==> src/rtl/bkt_pkg.sv <==
package bkt_pkg;

    typedef enum logic [2:0] {
        CMD_NOP  = 3'd0,
        CMD_ACT  = 3'd1,
        CMD_RD   = 3'd2,
        CMD_WR   = 3'd3,
        CMD_PRE  = 3'd4,
        CMD_PREA = 3'd5,
        CMD_REF  = 3'd6,
        CMD_RSV  = 3'd7
    } cmd_e;

    typedef enum logic [1:0] {
        BS_IDLE  = 2'd0,
        BS_OPEN  = 2'd1,
        BS_APW   = 2'd2
    } bank_st_e;

endpackage

==> src/rtl/bkt_bank.sv <==
module bkt_bank
    import bkt_pkg::*;
#(
    parameter int ROW_W = 12,
    parameter int CW    = 4,
    parameter int T_RCD = 3,
    parameter int T_RP  = 3,
    parameter int T_RC  = 9,
    parameter int T_RAS = 6,
    parameter int BURST = 4,
    parameter int T_DPL = 1
) (
    input  logic             clk,
    input  logic             rst_n,
    input  logic             act_go,
    input  logic             rw_go,
    input  logic             rw_wr,
    input  logic             rw_ap,
    input  logic             pre_go,
    input  logic             ref_go,
    input  logic [ROW_W-1:0] row_in,
    output logic             act_ok,
    output logic             rw_ok,
    output logic             pre_ok,
    output logic             is_open,
    output logic [ROW_W-1:0] row_q
);

    localparam logic [CW-1:0] L_RCD  = CW'(T_RCD - 1);
    localparam logic [CW-1:0] L_RP   = CW'(T_RP - 1);
    localparam logic [CW-1:0] L_RC   = CW'(T_RC - 1);
    localparam logic [CW-1:0] L_RAS  = CW'(T_RAS - 1);
    localparam logic [CW-1:0] L_APRD = CW'(BURST - 1);
    localparam logic [CW-1:0] L_APWR = CW'(BURST - 2 + T_DPL);
    localparam logic [CW-1:0] ZERO   = '0;

    bank_st_e        st_q, st_d;
    logic [CW-1:0]   rcd_q, ras_q, rc_q, rp_q, apw_q;
    logic            pre_evt;

    function automatic logic [CW-1:0] tick(input logic [CW-1:0] v);
        return (v == ZERO) ? ZERO : v - 1'b1;
    endfunction

    // next state
    always_comb begin
        st_d    = st_q;
        pre_evt = 1'b0;
        unique case (st_q)
            BS_IDLE: begin
                if (act_go) st_d = BS_OPEN;
            end
            BS_OPEN: begin
                if (pre_go) begin
                    st_d    = BS_IDLE;
                    pre_evt = 1'b1;
                end else if (rw_go && rw_ap) begin
                    st_d = BS_APW;
                end
            end
            BS_APW: begin
                if (apw_q == ZERO && ras_q == ZERO) begin
                    st_d    = BS_IDLE;
                    pre_evt = 1'b1;
                end
            end
            default: st_d = BS_IDLE;
        endcase
    end

    // state register
    always_ff @(posedge clk or negedge rst_n) begin
        if (!rst_n) st_q <= BS_IDLE;
        else        st_q <= st_d;
    end

    // timing countdowns and row latch
    always_ff @(posedge clk or negedge rst_n) begin
        if (!rst_n) begin
            rcd_q <= ZERO;
            ras_q <= ZERO;
            rc_q  <= ZERO;
            rp_q  <= ZERO;
            apw_q <= ZERO;
            row_q <= '0;
        end else begin
            rcd_q <= act_go ? L_RCD : tick(rcd_q);
            ras_q <= act_go ? L_RAS : tick(ras_q);
            rc_q  <= (act_go || ref_go) ? L_RC : tick(rc_q);
            rp_q  <= pre_evt ? L_RP : tick(rp_q);
            if (st_q == BS_OPEN && rw_go && rw_ap)
                apw_q <= rw_wr ? L_APWR : L_APRD;
            else
                apw_q <= tick(apw_q);
            if (act_go) row_q <= row_in;
        end
    end

    // outputs
    always_comb begin
        act_ok  = (st_q == BS_IDLE) && (rp_q == ZERO) && (rc_q == ZERO);
        rw_ok   = (st_q == BS_OPEN) && (rcd_q == ZERO);
        pre_ok  = (st_q == BS_IDLE) || ((st_q == BS_OPEN) && (ras_q == ZERO));
        is_open = (st_q != BS_IDLE);
    end

endmodule

==> src/rtl/bkt_spacer.sv <==
module bkt_spacer #(
    parameter int CW    = 4,
    parameter int T_RRD = 2
) (
    input  logic clk,
    input  logic rst_n,
    input  logic act_any,
    output logic ok
);

    localparam logic [CW-1:0] L_RRD = CW'(T_RRD - 1);

    logic [CW-1:0] cnt_q;

    always_ff @(posedge clk or negedge rst_n) begin
        if (!rst_n)                cnt_q <= '0;
        else if (act_any)          cnt_q <= L_RRD;
        else if (cnt_q != '0)      cnt_q <= cnt_q - 1'b1;
    end

    assign ok = (cnt_q == '0);

endmodule

==> src/rtl/bank_gate.sv <==
module bank_gate
    import bkt_pkg::*;
#(
    parameter int NB    = 4,
    parameter int ROW_W = 12,
    parameter int T_RCD = 3,
    parameter int T_RP  = 3,
    parameter int T_RC  = 9,
    parameter int T_RRD = 2,
    parameter int T_RAS = 6,
    parameter int BURST = 4,
    parameter int T_DPL = 1,
    localparam int BW   = (NB > 1) ? $clog2(NB) : 1
) (
    input  logic                clk,
    input  logic                rst_n,
    input  logic [2:0]          cmd_i,
    input  logic [BW-1:0]       bank_i,
    input  logic [ROW_W-1:0]    row_i,
    input  logic                ap_i,
    output logic                grant_o,
    output logic [NB-1:0]       bank_open_o,
    output logic [NB*ROW_W-1:0] open_row_o
);

    localparam int M1   = (T_RC > T_RAS) ? T_RC : T_RAS;
    localparam int M2   = (BURST + T_DPL > M1) ? BURST + T_DPL : M1;
    localparam int M3   = (T_RP > M2) ? T_RP : M2;
    localparam int MAXT = (T_RRD > M3) ? T_RRD : M3;
    localparam int CW   = $clog2(MAXT + 1);

    cmd_e          cmd;
    logic [NB-1:0] act_ok, rw_ok, pre_ok, is_open;
    logic [NB-1:0] act_go, rw_go, pre_go;
    logic          rrd_ok, ref_go, act_any;
    logic [ROW_W-1:0] row_q [NB];

    assign cmd = cmd_e'(cmd_i);

    always_comb begin
        unique case (cmd)
            CMD_ACT:         grant_o = act_ok[bank_i] && rrd_ok;
            CMD_RD, CMD_WR:  grant_o = rw_ok[bank_i];
            CMD_PRE:         grant_o = pre_ok[bank_i];
            CMD_PREA:        grant_o = &pre_ok;
            CMD_REF:         grant_o = &act_ok;
            default:         grant_o = 1'b0;
        endcase
    end

    assign ref_go  = grant_o && (cmd == CMD_REF);
    assign act_any = grant_o && (cmd == CMD_ACT);

    bkt_spacer #(.CW(CW), .T_RRD(T_RRD)) u_rrd (
        .clk     (clk),
        .rst_n   (rst_n),
        .act_any (act_any),
        .ok      (rrd_ok)
    );

    for (genvar g = 0; g < NB; g++) begin : g_bank
        logic sel;
        assign sel       = (bank_i == BW'(g));
        assign act_go[g] = act_any && sel;
        assign rw_go[g]  = grant_o && sel && (cmd == CMD_RD || cmd == CMD_WR);
        assign pre_go[g] = grant_o && ((cmd == CMD_PRE && sel) || cmd == CMD_PREA);

        bkt_bank #(
            .ROW_W (ROW_W), .CW (CW),
            .T_RCD (T_RCD), .T_RP (T_RP), .T_RC (T_RC),
            .T_RAS (T_RAS), .BURST (BURST), .T_DPL (T_DPL)
        ) u_bank (
            .clk     (clk),
            .rst_n   (rst_n),
            .act_go  (act_go[g]),
            .rw_go   (rw_go[g]),
            .rw_wr   (cmd == CMD_WR),
            .rw_ap   (ap_i),
            .pre_go  (pre_go[g]),
            .ref_go  (ref_go),
            .row_in  (row_i),
            .act_ok  (act_ok[g]),
            .rw_ok   (rw_ok[g]),
            .pre_ok  (pre_ok[g]),
            .is_open (is_open[g]),
            .row_q   (row_q[g])
        );

        assign open_row_o[g*ROW_W +: ROW_W] = row_q[g];
        assign bank_open_o[g]               = is_open[g];
    end

endmodule

==> config.mk <==
export PLATFORM = sky130hd
export DESIGN_NAME = bank_gate
export DESIGN_NICKNAME = d
export VERILOG_FILES = /design/src/rtl/bkt_pkg.sv /design/src/rtl/bkt_bank.sv /design/src/rtl/bkt_spacer.sv /design/src/rtl/bank_gate.sv
export SDC_FILE = /design/constraint.sdc
export NUM_CORES = 1
export LEC_CHECK = 0
export BUFFER_PORTS_ARGS = -buffer_cell sky130_fd_sc_hd__buf_4
export CAP_MARGIN = 0
export CORE_ASPECT_RATIO = 1.25
export CORE_UTILIZATION = 35
export CTS_BUF_LIST = sky130_fd_sc_hd__clkbuf_16
export DETAILED_ROUTE_END_ITERATION = 10
export HOLD_SLACK_MARGIN = 0.08
export MAX_ROUTING_LAYER = met4
export PLACE_DENSITY = 0.5
export REMOVE_ABC_BUFFERS = 1
export SLEW_MARGIN = 10
export SYNTH_ARGS = -nofsm -noshare
export SYNTH_HDL_FRONTEND = slang
export SYNTH_SLANG_ARGS = --single-unit
==> constraint.sdc <==
create_clock -name clk -period 3.5 [get_ports clk]
set_input_delay 0.7 -clock clk [delete_from_list [all_inputs] [get_ports clk]]
set_output_delay 0.7 -clock clk [all_outputs]
set_load 0.02 [all_outputs]
==> run summary, run 1 <==
TritonCTS built the clock tree. The final setup skew was 0.0110 ns; the required time of the worst setup path was 2.80 ns. Setup repair after global routing left no endpoint under its margin. The unique cell type count in the Yosys netlist is 54.

In this run the static leakage power is 3.99 nW. In the synthesized netlist, the number of instances is 608. The number of failing hold endpoints at the final stage is 0, and the switching fraction of total power is 34.6%.

For this configuration, the core starts out at a cell density of 35.7%. The clock transition at the registers of the reported paths is 0.07 ns, and the synthesized area divided by synthesized cell count is 11.0 um2. At the worst endpoint, the arrival time is 2.59 ns. For the worst-skew pair, the clock arrives at the later sink with an insertion delay of 0.42 ns.

The area of the die was 19700 um2. Dividing the detail-routed via count by the number of cells gives 5.17. The tools report the number of fill cells in the layout as 1760.

The final layout contains routed wiring with a total length of 14900 um. Cell internal power was estimated by the tool at 3.77 mW. The footprint of the flip-flops and latches came out at 3500 um2. The logs give 0 for the number of antenna violations at the first check in global routing and 749 for the count of nets after finishing.

The H-tree level count is 4, and the share of synthesized registers carrying an async set or reset is 100%. Worst slack on hold paths: 0.287 ns. The via count of the first global-routing pass was 4977; the power dissipated by switching net loads was 1.99 mW. In this run the horizontal extent of the chip is 126 um.

The first-pass GRT wire length came out at 24600 um. The overall global routing resource usage was 16.7%. After layout, the worst path uses 94.0% of the clock period.

The detail route stage leaves a number of antenna-violating nets equal to 0. Post-synthesis to final-layout area growth: 21.6%. The worst path needs 3.29 ns of the cycle, external delays included. Of all nets on the critical path, the largest fanout is 4. Classification of the worst-slack hold path: input port to async pin. Counting along the longest clock path gives a buffer depth of 2.

At the end of routability-driven placement, the weighted congestion stood at 0.798. After floorplanning, the core was divided into 56 placement rows. The transition time at the pin with the least slew margin came out at 0.690 ns. The logs give 266 for the number of DRC violations after detailed-routing iteration 0 and 0 ns for the final setup TNS.

Placeable core area: 18800 um2. The cell area that synthesis handed to floorplanning was 6700 um2. Of the synthesized area, sequential elements account for 52.3%. Static timing analysis puts the maximum clock frequency at 304 MHz.

The post-cts repair resize count was 0; the power per cell area was 708 nW/um2. The number of antenna diodes in the final layout is 0. The worst-case IR drop observed on VDD is 0.338 mV. The dominant synthesized flop cell was sky130_fd_sc_hd__dfrtp_1. In this run, synthesis produced a sequential element count of 140. Count of placed standard cells in the final layout, fillers left out: 941. For the count of boundary I/O pins, the log shows 73. Summing all multi-input logic gate instances after layout gives 3010 um2.

Cells fill 43.4% of the core in the end. The tools report the yosys synthesis warning count as 0. The root buffer cell chosen for the clock tree is sky130_fd_sc_hd__clkbuf_16. Entering global routing, the biggest net connects 67 pins.

For this block, the via count after detailed routing is 4868. The flow ran to the end, and the final reports show no timing, DRC or antenna violations. For this run, design rule violations remaining after detail routing come to 0. The post-cts hold buffer count was 0; the mean routed wirelength per cell was 15.9 um. The tools report the startpoint class of the critical path as a flip-flop. Across the run, the number of max-cap violations was 0. Buffers placed on the I/O ports in this run total 72. The number of enable flip-flop cells after synthesis is 0, and the worst slew margin relative to its limit is 53.6%.

The fraction of power consumed by sequential logic was 38.1%; the final HPWL from detailed placement was 10700 um. The run gives 0 as the final-report max-slew violation count. The tree built by TritonCTS fans out to 140 sinks. The critical path is of the flip-flop to output pin type. Setup violations remaining at the end of the flow were counted as 0.

In the final layout, the share of cells above drive strength 1 is 26.4%. For the number of CTS-inserted buffers, the log shows 17. After global routing the overflow that remains totals 0. The buffers inserted during post-CTS setup optimization came out at 0. The tools report the endpoint kind of the worst setup timing path as an output pin. Before antenna repair, the detailed router went through 4 iterations.

The die is 157 um tall. Including well taps, the total number of placed cells is 909. The share of total power dissipated in combinational logic is 30.5%. The clock network burns 31.4% of the power.
-- per-layer routing --
layer | GRT usage [%] | vias up | part of all wire [%]
met5 | - | - | 0
met4 | 5.92 | 0 | 1.3
met3 | 3.69 | 14 | 3.4
met2 | 28.5 | 82 | 50
met1 | 19.4 | 2408 | 45
li1 | - | 2364 | -
-- cells in the mapped netlist (9+ instances only) --
library cell / n / area share, %
sky130_fd_sc_hd__nand3_1: 15 / 1.1
sky130_fd_sc_hd__o21ai_0: 32 / 2.4
sky130_fd_sc_hd__dfrtp_1: 140 / 52
sky130_fd_sc_hd__mux2_2: 53 / 8.9
sky130_fd_sc_hd__or3_1: 9 / 0.84
sky130_fd_sc_hd__a21oi_1: 35 / 2.6
sky130_fd_sc_hd__nor3b_1: 9 / 1.0
sky130_fd_sc_hd__inv_1: 34 / 1.9
sky130_fd_sc_hd__ha_1: 33 / 6.2
sky130_fd_sc_hd__nand2_1: 30 / 1.7
sky130_fd_sc_hd__nor2_1: 47 / 2.6
sky130_fd_sc_hd__nor3_1: 57 / 4.3
-- worst paths after layout --
| check | start | end | slack (ns) | depth (start not counted) |
|---|---|---|---|---|
| min | rst_n | g_bank[1].u_bank.apw_q[2]$_DFF_PN0_ | 0.29 | 1 |
| max reg2reg | g_bank[0].u_bank.rc_q[0]$_DFF_PN0_ | g_bank[3].u_bank.row_q[3]$_DFFE_PN0P_ | 0.56 | 9 |
| max in group asynchronous | rst_n | g_bank[3].u_bank.rc_q[2]$_DFF_PN0_ | 2.47 | 2 |
| min reg2reg | g_bank[1].u_bank.rc_q[0]$_DFF_PN0_ | g_bank[1].u_bank.rc_q[0]$_DFF_PN0_ | 0.42 | 1 |
| max | g_bank[2].u_bank.st_q[1]$_DFFE_PN0P_ | grant_o | 0.21 | 8 |
| min in group clk | g_bank[1].u_bank.rc_q[0]$_DFF_PN0_ | g_bank[1].u_bank.rc_q[0]$_DFF_PN0_ | 0.42 | 1 |
-- flip-flops by register name (all words and copies together) (netlist names) --
signal,count
g_bank.u_bank.ras_q,16
g_bank.u_bank.row_q,48
g_bank.u_bank.rcd_q,16
g_bank.u_bank.st_q,8
u_rrd.cnt_q,4
g_bank.u_bank.rp_q,16
g_bank.u_bank.apw_q,16
g_bank.u_bank.rc_q,16
-- final cells by class --
cell class                 count  share of cell area (%)
clock buffer                  17                    5.22
clock inverter                15                    2.14
inverter                      34                    1.57
multi-input combinational    423                    36.9
sequential                   140                    43.0
tap                          232                    3.56
timing repair buffer          80                    7.57
-- cells in the final DEF (no fill, tap or decap), types with 15 or more instances in the layout --
master,n
sky130_fd_sc_hd__a21oi_1,35
sky130_fd_sc_hd__dfrtp_1,140
sky130_fd_sc_hd__mux2_2,53
sky130_fd_sc_hd__clkbuf_16,17
sky130_fd_sc_hd__nor2_1,47
sky130_fd_sc_hd__buf_4,78
sky130_fd_sc_hd__ha_1,33
sky130_fd_sc_hd__o21ai_0,32
sky130_fd_sc_hd__nor3_1,57
sky130_fd_sc_hd__inv_1,34
sky130_fd_sc_hd__nand3_1,15
sky130_fd_sc_hd__nand2_1,30
-- metrics by stage --
| stage | total power, mW | cell area, um2 | worst slack (ns) |
|---|---|---|---|
| after global routing | 6.15 | 8140 | 0.0516 |
| final | 5.76 | 8140 | 0.209 |
| after CTS | 5.84 | 8130 | 0.173 |
| after detailed placement | 3.99 | 7530 | 0.502 |
| after global placement | 3.91 | 7530 | 0.586 |
| after floorplan | 3.40 | 6620 | 0.937 |
-- power groups by stage --
stage,logic (mW),clock network (mW),registers (mW)
6_report,1.76,1.81,2.20
5_1_grt,1.98,1.93,2.25
2_1_floorplan,1.13,0,2.27
3_3_place_gp,1.71,0,2.21
3_5_place_dp,1.76,0,2.22
4_1_cts,1.77,1.87,2.20
-- kinds of logic (layout without fill, tap and decap cells) --
kind of cell	count (synthesis)	in the layout	synth area share, %
AND/OR/NAND/NOR	226	226	18.7
flip-flops	140	140	52.3
AO/OA/AOI/OAI	102	102	9.66
multiplexers	55	55	9.21
buffers and inverters	45	146	3.05
adder cells (fa/ha/maj)	33	33	6.17
XOR/XNOR	7	7	0.916
-- critical path, cell delays in order (launching register included) --
cell                        delay, ns
sky130_fd_sc_hd__dfrtp_1         0.38
sky130_fd_sc_hd__inv_1           0.09
sky130_fd_sc_hd__ha_1            0.24
sky130_fd_sc_hd__and4bb_2        0.27
sky130_fd_sc_hd__nor3_1          0.24
sky130_fd_sc_hd__a2111oi_2       0.10
sky130_fd_sc_hd__a211o_1         0.37
sky130_fd_sc_hd__a211o_1         0.31
sky130_fd_sc_hd__buf_4           0.16
No activity file was read; power rests on OpenSTA's default activity.
==> inputs of run 2 (changes only) <==
- PLACE_DENSITY: 0.5 -> default
==> run summary, run 2 (same netlist as run 1, synthesis figures left out) <==
The flow ran to the end, and the final reports show no timing, DRC or antenna violations. The post-synthesis to final-layout area growth was 20.5% (was 21.6%); the power dissipated by switching net loads was 1.92 mW (was 1.99 mW). The count of boundary I/O pins is 73 (unchanged), and the post-cts hold buffer count is 0 (unchanged).

First-pass GRT wire length: 25400 um (was 24600 um). The required time of the worst setup path is 2.80 ns (about the same), and the overall routed net length is 15300 um (was 14900 um). Mean routed wirelength per cell: 16.4 um (was 15.9 um).

Final critical path time including I/O delays and setup: 3.36 ns (was 3.29 ns). The number of antenna violations at the first check in global routing is 0 (unchanged), and the number of flip-flops under the largest register name is 48 (unchanged). Number of design rule violations left after detail routing: 0 (unchanged). The clock transition at the registers of the reported paths is 0.06 ns (was 0.07 ns), and the switching fraction of total power is 33.7% (was 34.6%).

The number of failing hold endpoints at the final stage was 0 (unchanged). The post-cts repair resize count came out at 0 (unchanged). The peak per-stage delay on the critical path was 0.39 ns (was 0.38 ns). The die span in y is 157 um (unchanged). The diode insertion count for antenna repair was 0 (unchanged); the max capacitance violation total was 0 (unchanged). The count of buffers from port buffering is 72 (unchanged), and the largest buffer count on any clock path is 2 (unchanged). The largest net degree at the start of global routing was 79 (was 67); the number of nets with antenna violations after routing was 0 (unchanged).

The tools report the number of standard-cell rows in the floorplan as 56 (unchanged). For the count of nets after finishing, the log shows 744 (was 749). The H-tree level count is 4 (unchanged), and the power per cell area is 706 nW/um2 (was 708 nW/um2). The number of sinks handled by clock tree synthesis was 140 (unchanged). Setup repair after global routing left no endpoint under its margin. The tools report the final setup skew as 0.0126 ns (was 0.0110 ns). The cell at the root of the clock tree is sky130_fd_sc_hd__clkbuf_16 (unchanged). The logs give 56.9% (was 53.6%) for the worst slew margin relative to its limit and 3.77 mW (about the same) for the cell-internal power.

Buffers inserted during post-CTS setup optimization: 0 (unchanged). The transition time at the pin with the least slew margin is 0.642 ns (was 0.690 ns). Endpoint kind of the worst setup timing path: an output pin (unchanged). The tools report the startpoint class of the critical path as a flip-flop (unchanged).

The number of CTS-inserted buffers was 17 (unchanged); the total via count in the routed design was 4946 (was 4868). The share of the clock period used by the worst path is 95.9% (was 94.0%). The tools report the fraction of power consumed by sequential logic as 38.9% (was 38.1%).

The critical-path cell with the highest stage delay was sky130_fd_sc_hd__a211o_1 (was sky130_fd_sc_hd__dfrtp_1). The placeable core area is 18800 um2 (unchanged). The final HPWL from detailed placement was 10900 um (was 10700 um). Classification of the worst-slack hold path: input port to async pin (unchanged).

The tools report the number of fill cells in the layout as 1741 (was 1760). The critical setup path kind was flip-flop to output pin (unchanged). The critical-path maximum fanout came out at 4 (unchanged). Worst-path cell chain: inv_1, ha_1, and4bb_2, nor3_1, a2111oi_2, a211o_1, a211o_1, buf_4 (unchanged). The post-place instance area was 7490 um2 (was 7530 um2); the x dimension of the die was 126 um (unchanged). The cell area after layout is 8070 um2 (was 8140 um2). The area of the die came out at 19700 um2 (unchanged).

The final setup TNS is 0 ns (unchanged), and the setup violation total in the final timing report is 0 (unchanged). Post-detailed-route via-to-cell ratio: 5.29 (was 5.17). The worst path arrival time was 2.66 ns (was 2.59 ns). Cell with the most instances on the worst path: sky130_fd_sc_hd__a211o_1 (unchanged).

The leakage power was 3.95 nW (was 3.99 nW); the final core utilization was 43.0% (was 43.4%). For the via count of the first global-routing pass, the log shows 5183 (was 4977). The worst IR drop on VDD was 0.360 mV (was 0.338 mV); the final weighted congestion of routability-driven global placement was 0.895 (was 0.798).

Overall global routing resource usage: 17.2% (was 16.7%). The share of post-route cells with drive strength above 1 is 25.5% (was 26.4%), and the number of iterations in the first detailed-routing pass is 4 (unchanged). Most used cells in the layout excluding fill and tap cells: sky130_fd_sc_hd__dfrtp_1, sky130_fd_sc_hd__buf_4, sky130_fd_sc_hd__nor3_1 (unchanged).

The number of DRC violations after detailed-routing iteration 0 was 216 (was 266). TritonCTS built the clock tree. Most common library cell in the layout ignoring fill and taps: sky130_fd_sc_hd__dfrtp_1 (unchanged). The initial cell density of the core is 35.7% (unchanged), and the source-to-sink clock delay at the later pin of the worst-skew pair is 0.43 ns (was 0.42 ns). Largest register by flop count: g_bank.u_bank.row_q (unchanged).

The cell depth of the worst flop-to-flop path came out at 9 (unchanged). The combinational power share came out at 31.2% (was 30.5%). The logs give 298 MHz (was 304 MHz) for the peak clock frequency supported by timing and 30.0% (was 31.4%) for the clock power share. The final-report max-slew violation count is 0 (unchanged). The tools report the overall overflow remaining after global route as 0 (unchanged).
run 2: cell count changes in the layout (fill, tap and decap cells not counted), moves of 2 or more:
cell	change
sky130_fd_sc_hd__buf_4	-5
sky130_fd_sc_hd__clkinv_8	-2
sky130_fd_sc_hd__clkinv_1	+3
sky130_fd_sc_hd__inv_8	-3
sky130_fd_sc_hd__nor3b_2	+2
sky130_fd_sc_hd__inv_6	-5
sky130_fd_sc_hd__clkinv_2	+4
run 2: critical path, delay by kind of cell, from the launching register on:
| family | cells | cell delay (ns) |
|---|---|---|
| adder cells (fa/ha/maj) | 1 | 0.24 |
| AND/OR/NAND/NOR | 2 | 0.53 |
| AO/OA/AOI/OAI | 3 | 0.83 |
| flip-flops | 1 | 0.38 |
| buffers and inverters | 2 | 0.26 |
run 2: routing by layer:
layer | up-vias | GRT usage (%) | part of all wire, %
met5 | - | - | 0
met4 | 0 | 7.67 | 1.6
met3 | 19 | 3.97 | 5.0
met2 | 131 | 28.7 | 50
met1 | 2447 | 19.8 | 43
li1 | 2349 | - | -
run 2: per-stage QoR:
step                total power, mW  setup slack, ns  hold slack (ns)  std cells
detailed placement             4.01            0.419            0.423        904
CTS                            5.74           0.0549            0.281        935
floorplan                      3.40            0.937            0.403        597
global placement               3.87            0.499            0.414        904
finish                         5.69            0.143            0.252        935
global route                   6.07           0.0184            0.295        935
run 2: power groups by stage:
stage | Clock (mW) | Combinational [mW] | Sequential (mW)
floorplan | 0 | 1.13 | 2.27
global route | 1.82 | 1.99 | 2.26
detailed placement | 0 | 1.78 | 2.23
global placement | 0 | 1.67 | 2.20
CTS | 1.74 | 1.79 | 2.21
finish | 1.71 | 1.77 | 2.21
run 2: worst paths after layout:
path | from | to | slack [ns]
worst min register to register | g_bank[1].u_bank.rc_q[0]$_DFF_PN0_ | g_bank[1].u_bank.rc_q[0]$_DFF_PN0_ | 0.43
worst min-delay path | rst_n | g_bank[2].u_bank.row_q[2]$_DFFE_PN0P_ | 0.25
min in group clk | g_bank[1].u_bank.rc_q[0]$_DFF_PN0_ | g_bank[1].u_bank.rc_q[0]$_DFF_PN0_ | 0.43
worst max register to register | g_bank[1].u_bank.rc_q[0]$_DFF_PN0_ | g_bank[0].u_bank.row_q[4]$_DFFE_PN0P_ | 0.48
max in group asynchronous | rst_n | g_bank[0].u_bank.ras_q[2]$_DFF_PN0_ | 2.41
worst max-delay path | g_bank[2].u_bank.st_q[1]$_DFFE_PN0P_ | grant_o | 0.14
run 2: cell type report:
type / instances / area (um2) / area share [%]
Inverter: 34 / 128 / 1.58
Clock inverter: 14 / 130 / 1.61
Multi-Input combinational cell: 423 / 3010 / 37.3
Tap cell: 232 / 290 / 3.60
Sequential cell: 140 / 3500 / 43.4
Clock buffer: 17 / 425 / 5.27
Timing Repair Buffer: 75 / 579 / 7.18
==> inputs of run 3 (changes only) <==
- ABC_AREA: default -> 1
==> run summary, run 3 <==
The tools report the end of the worst register-to-register path as g_bank[1].u_bank.row_q[1]$_DFFE_PN0P_ (was g_bank[0].u_bank.row_q[4]$_DFFE_PN0P_). For the H-tree level count, the log shows 4 (unchanged). Most used cells in the layout excluding fill and tap cells: sky130_fd_sc_hd__nand2_1, sky130_fd_sc_hd__dfrtp_1, sky130_fd_sc_hd__inv_1 (was sky130_fd_sc_hd__dfrtp_1, sky130_fd_sc_hd__buf_4, sky130_fd_sc_hd__nor3_1). The setup violation total in the final timing report came out at 0 (unchanged). The number of iterations in the first detailed-routing pass was 4 (unchanged). The launching point of the worst reg2reg path is g_bank[1].u_bank.st_q[0]$_DFFE_PN0P_ (was g_bank[1].u_bank.rc_q[0]$_DFF_PN0_). The critical-path maximum fanout is 13 (was 4), and the peak per-stage delay on the critical path is 0.40 ns (was 0.39 ns).

The worst slack on hold paths was 0.269 ns (was 0.252 ns); the clock transition at the registers of the reported paths was 0.06 ns (about the same). The run gives 2.29 ns (was 2.66 ns) as the worst path arrival time. The run gives 140 (unchanged) as the number of sinks handled by clock tree synthesis. The top cell type's share of synthesized area was 51.4% (was 52.3%).

Number of design rule violations left after detail routing: 0 (unchanged). Cells taking the most area after synthesis: sky130_fd_sc_hd__dfrtp_1, sky130_fd_sc_hd__nand2_1, sky130_fd_sc_hd__ha_1 (was sky130_fd_sc_hd__dfrtp_1, sky130_fd_sc_hd__mux2_2, sky130_fd_sc_hd__ha_1). For the post-synthesis instance area, the log shows 6810 um2 (was 6700 um2). The most heavily used metal layer in global routing was met2 (unchanged). For the overall overflow remaining after global route, the log shows 0 (unchanged). The count of buffers from port buffering is 72 (unchanged). The count of nets after finishing came out at 959 (was 744). The count of boundary I/O pins is 73 (unchanged). TritonCTS built the clock tree. Die span in y: 158 um (was 157 um).

The mean routed wirelength per cell is 13.4 um (was 16.4 um). Final HPWL from detailed placement: 10900 um (about the same). The tools report the startpoint class of the critical path as a flip-flop (unchanged).

The final setup skew is 0.0146 ns (was 0.0126 ns), and the post-cts hold buffer count is 0 (unchanged). The critical-path cell with the highest stage delay is sky130_fd_sc_hd__dfrtp_1 (was sky130_fd_sc_hd__a211o_1). Library cell with the largest summed area after synthesis: sky130_fd_sc_hd__dfrtp_1 (unchanged). Transition time at the pin with the least slew margin: 0.641 ns (was 0.642 ns).

The flow ran to the end, and the final reports show no timing, DRC or antenna violations. The run gives 5349 (was 5183) as the via count of the first global-routing pass. The synthesized area divided by synthesized cell count is 8.27 um2 (was 11.0 um2). The placeable core area came out at 18900 um2 (was 18800 um2). The post-cts repair resize count is 0 (unchanged). Largest register by flop count: g_bank.u_bank.row_q (unchanged). Fraction of met1 tracks used by global routing: 21.7% (was 19.8%). The tools report the total via count in the routed design as 5371 (was 4946).

The number of failing hold endpoints at the final stage was 0 (unchanged); the final setup TNS was 0 ns (unchanged). The number of fill cells in the layout is 1862 (was 1741), and the area of the die is 20000 um2 (was 19700 um2). Global-route met3 utilization: 3.79% (was 3.97%). The critical setup path kind was flip-flop to output pin (unchanged). The run gives 69 (was 79) as the largest net degree at the start of global routing. The leakage power was 4.53 nW (was 3.95 nW); the unique cell type count in the Yosys netlist was 32 (was 54).

The buffers inserted during post-CTS setup optimization is 0 (unchanged). The run gives 15400 um (was 15300 um) as the overall routed net length. The x dimension of the die is 127 um (was 126 um), and the power per cell area is 811 nW/um2 (was 706 nW/um2).

The final critical path time including I/O delays and setup came out at 2.99 ns (was 3.36 ns). The dominant synthesized flop cell was sky130_fd_sc_hd__dfrtp_1 (unchanged). The share of synthesized registers carrying an async set or reset is 100% (unchanged). The share of post-route cells with drive strength above 1 came out at 16.0% (was 25.5%).

The classification of the worst-slack hold path was input port to async pin (unchanged). The tools report the peak clock frequency supported by timing as 335 MHz (was 298 MHz). The post-synthesis sequential area ratio was 51.4% (was 52.3%). The number of synthesized register bits works out to 140 (unchanged). The most common library cell in the layout ignoring fill and taps was sky130_fd_sc_hd__nand2_1 (was sky130_fd_sc_hd__dfrtp_1).

The share of the clock period used by the worst path was 85.3% (was 95.9%). For the initial cell density of the core, the log shows 36.0% (was 35.7%). The cell at the root of the clock tree was sky130_fd_sc_hd__clkbuf_16 (unchanged). Max capacitance violation total: 0 (unchanged).

The post-detailed-route via-to-cell ratio is 4.67 (was 5.29). The run gives 0 (unchanged) as the yosys synthesis warning count. Cell depth of the worst flop-to-flop path: 10 (was 9). The number of CTS-inserted buffers was 17 (unchanged); the worst IR drop on VDD was 0.396 mV (was 0.360 mV). Worst-path cell chain: inv_1, ha_1, nand3_1, o21ai_1, nand3_2, nor2_4, nor2_2, nand2_4, buf_4 (was inv_1, ha_1, and4bb_2, nor3_1, a2111oi_2, a211o_1, a211o_1, buf_4).

Endpoint kind of the worst setup timing path: an output pin (unchanged). The tools report the register-to-register setup slack as 0.99 ns (was 0.48 ns). The worst slew margin relative to its limit was 57.2% (was 56.9%); the largest buffer count on any clock path was 2 (unchanged). The logs give 0 (unchanged) for the final-report max-slew violation count and 0 (unchanged) for the diode insertion count for antenna repair. The global-route met2 utilization was 26.7% (was 28.7%); the post-synthesis to final-layout area growth was 21.4% (was 20.5%). The run gives 0.883 (was 0.895) as the final weighted congestion of routability-driven global placement. Overall global routing resource usage: 17.1% (was 17.2%). Number of enable flip-flop cells after synthesis: 0 (unchanged). The number of DRC violations after detailed-routing iteration 0 is 244 (was 216), and the number of flip-flops under the largest register name is 48 (unchanged). The worst path buffer plus inverter count came out at 2 (unchanged). The most common cell in the netlist is sky130_fd_sc_hd__nand2_1 (was sky130_fd_sc_hd__dfrtp_1).

The kind of cell adding the most delay to the critical path was simple AND/OR/NAND/NOR gates (was compound AO/OA/AOI/OAI gates). The tools report the source-to-sink clock delay at the later pin of the worst-skew pair as 0.42 ns (was 0.43 ns). The number of nets with antenna violations after routing is 0 (unchanged), and the number of standard-cell rows in the floorplan is 56 (unchanged). Setup repair after global routing left no endpoint under its margin.

The logs give 824 (was 608) for the synthesized instance count and 2.80 ns (about the same) for the required time of the worst setup path. The first-pass GRT wire length was 26200 um (was 25400 um); the number of antenna violations at the first check in global routing was 0 (unchanged). Top post-synthesis cells by count: sky130_fd_sc_hd__nand2_1, sky130_fd_sc_hd__dfrtp_1, sky130_fd_sc_hd__inv_1, sky130_fd_sc_hd__nor2_1, sky130_fd_sc_hd__nand3_1 (was sky130_fd_sc_hd__dfrtp_1, sky130_fd_sc_hd__nor3_1, sky130_fd_sc_hd__mux2_2, sky130_fd_sc_hd__nor2_1, sky130_fd_sc_hd__a21oi_1).
run 3: final cells by class:
type                       count  area (um2)  share of cell area [%]
inverter                     103         387                    4.67
timing repair buffer          79         609                    7.37
clock buffer                  17         425                    5.14
tap                          232         290                    3.51
sequential                   140        3500                    42.4
multi-input combinational    565        2820                    34.1
clock inverter                15         233                    2.81
run 3: power by group:
part           switching, mW  internal, mW  total [mW]
Combinational           1.33         0.882        2.21
Clock                  0.742          1.28        2.02
Sequential             0.361          2.11        2.48
Total                   2.43          4.28        6.71
run 3: cells by family (layout without fill, tap and decap cells):
group / count (synthesis) / in the layout / synth area share [%]
simple gates: 444 / 444 / 27.6
fa+ha+maj: 33 / 33 / 6.06
buf+inv: 119 / 214 / 7.16
compound gates: 78 / 78 / 6.44
xor+xnor: 10 / 10 / 1.29
flops: 140 / 140 / 51.4
run 3: how the worst max path moves through the flow:
stage                                              start                                   end  depth (start not counted)
global placement    g_bank[1].u_bank.st_q[0]$_DFFE_PN0P_                               grant_o                          9
finish              g_bank[1].u_bank.st_q[0]$_DFFE_PN0P_                               grant_o                          9
global route                  u_rrd.cnt_q[0]$_DFFE_PN0P_                               grant_o                         11
CTS                 g_bank[1].u_bank.st_q[0]$_DFFE_PN0P_                               grant_o                          9
detailed placement  g_bank[1].u_bank.st_q[0]$_DFFE_PN0P_                               grant_o                          9
floorplan                     u_rrd.cnt_q[0]$_DFFE_PN0P_  g_bank[3].u_bank.st_q[1]$_DFFE_PN0P_                         13
run 3: per-layer routing:
layer / part of all wire [%] / wire length, um
met1: 48 / 7320
met2: 46 / 7060
met3: 4.5 / 692
met4: 2.1 / 328
met5: 0 / 0
run 3: worst register-to-register path, cell delays in order (launching register included):
cell	delay [ns]
sky130_fd_sc_hd__dfrtp_1	0.40
sky130_fd_sc_hd__inv_1	0.11
sky130_fd_sc_hd__ha_1	0.25
sky130_fd_sc_hd__nand3_1	0.16
sky130_fd_sc_hd__o21ai_1	0.22
sky130_fd_sc_hd__nand3_2	0.12
sky130_fd_sc_hd__nor2_4	0.19
sky130_fd_sc_hd__nand2_1	0.34
sky130_fd_sc_hd__inv_1	0.48
sky130_fd_sc_hd__nand2_1	0.11
sky130_fd_sc_hd__nand2_1	0.07
run 3: per-stage QoR:
| step | util (%) | instances | instance area, um2 | setup WS, ns | power, mW |
|---|---|---|---|---|---|
| finish | 43.7 | 1151 | 8270 | 0.514 | 6.71 |
| global route | 43.7 | 1151 | 8270 | 0.364 | 7.23 |
| CTS | 43.7 | 1151 | 8270 | 0.496 | 6.78 |
| detailed placement | 40.2 | 1119 | 7610 | 0.943 | 4.73 |
| global placement | 40.2 | 1119 | 7610 | 0.987 | 4.69 |
| floorplan | - | 808 | 6710 | 1.35 | 4.05 |
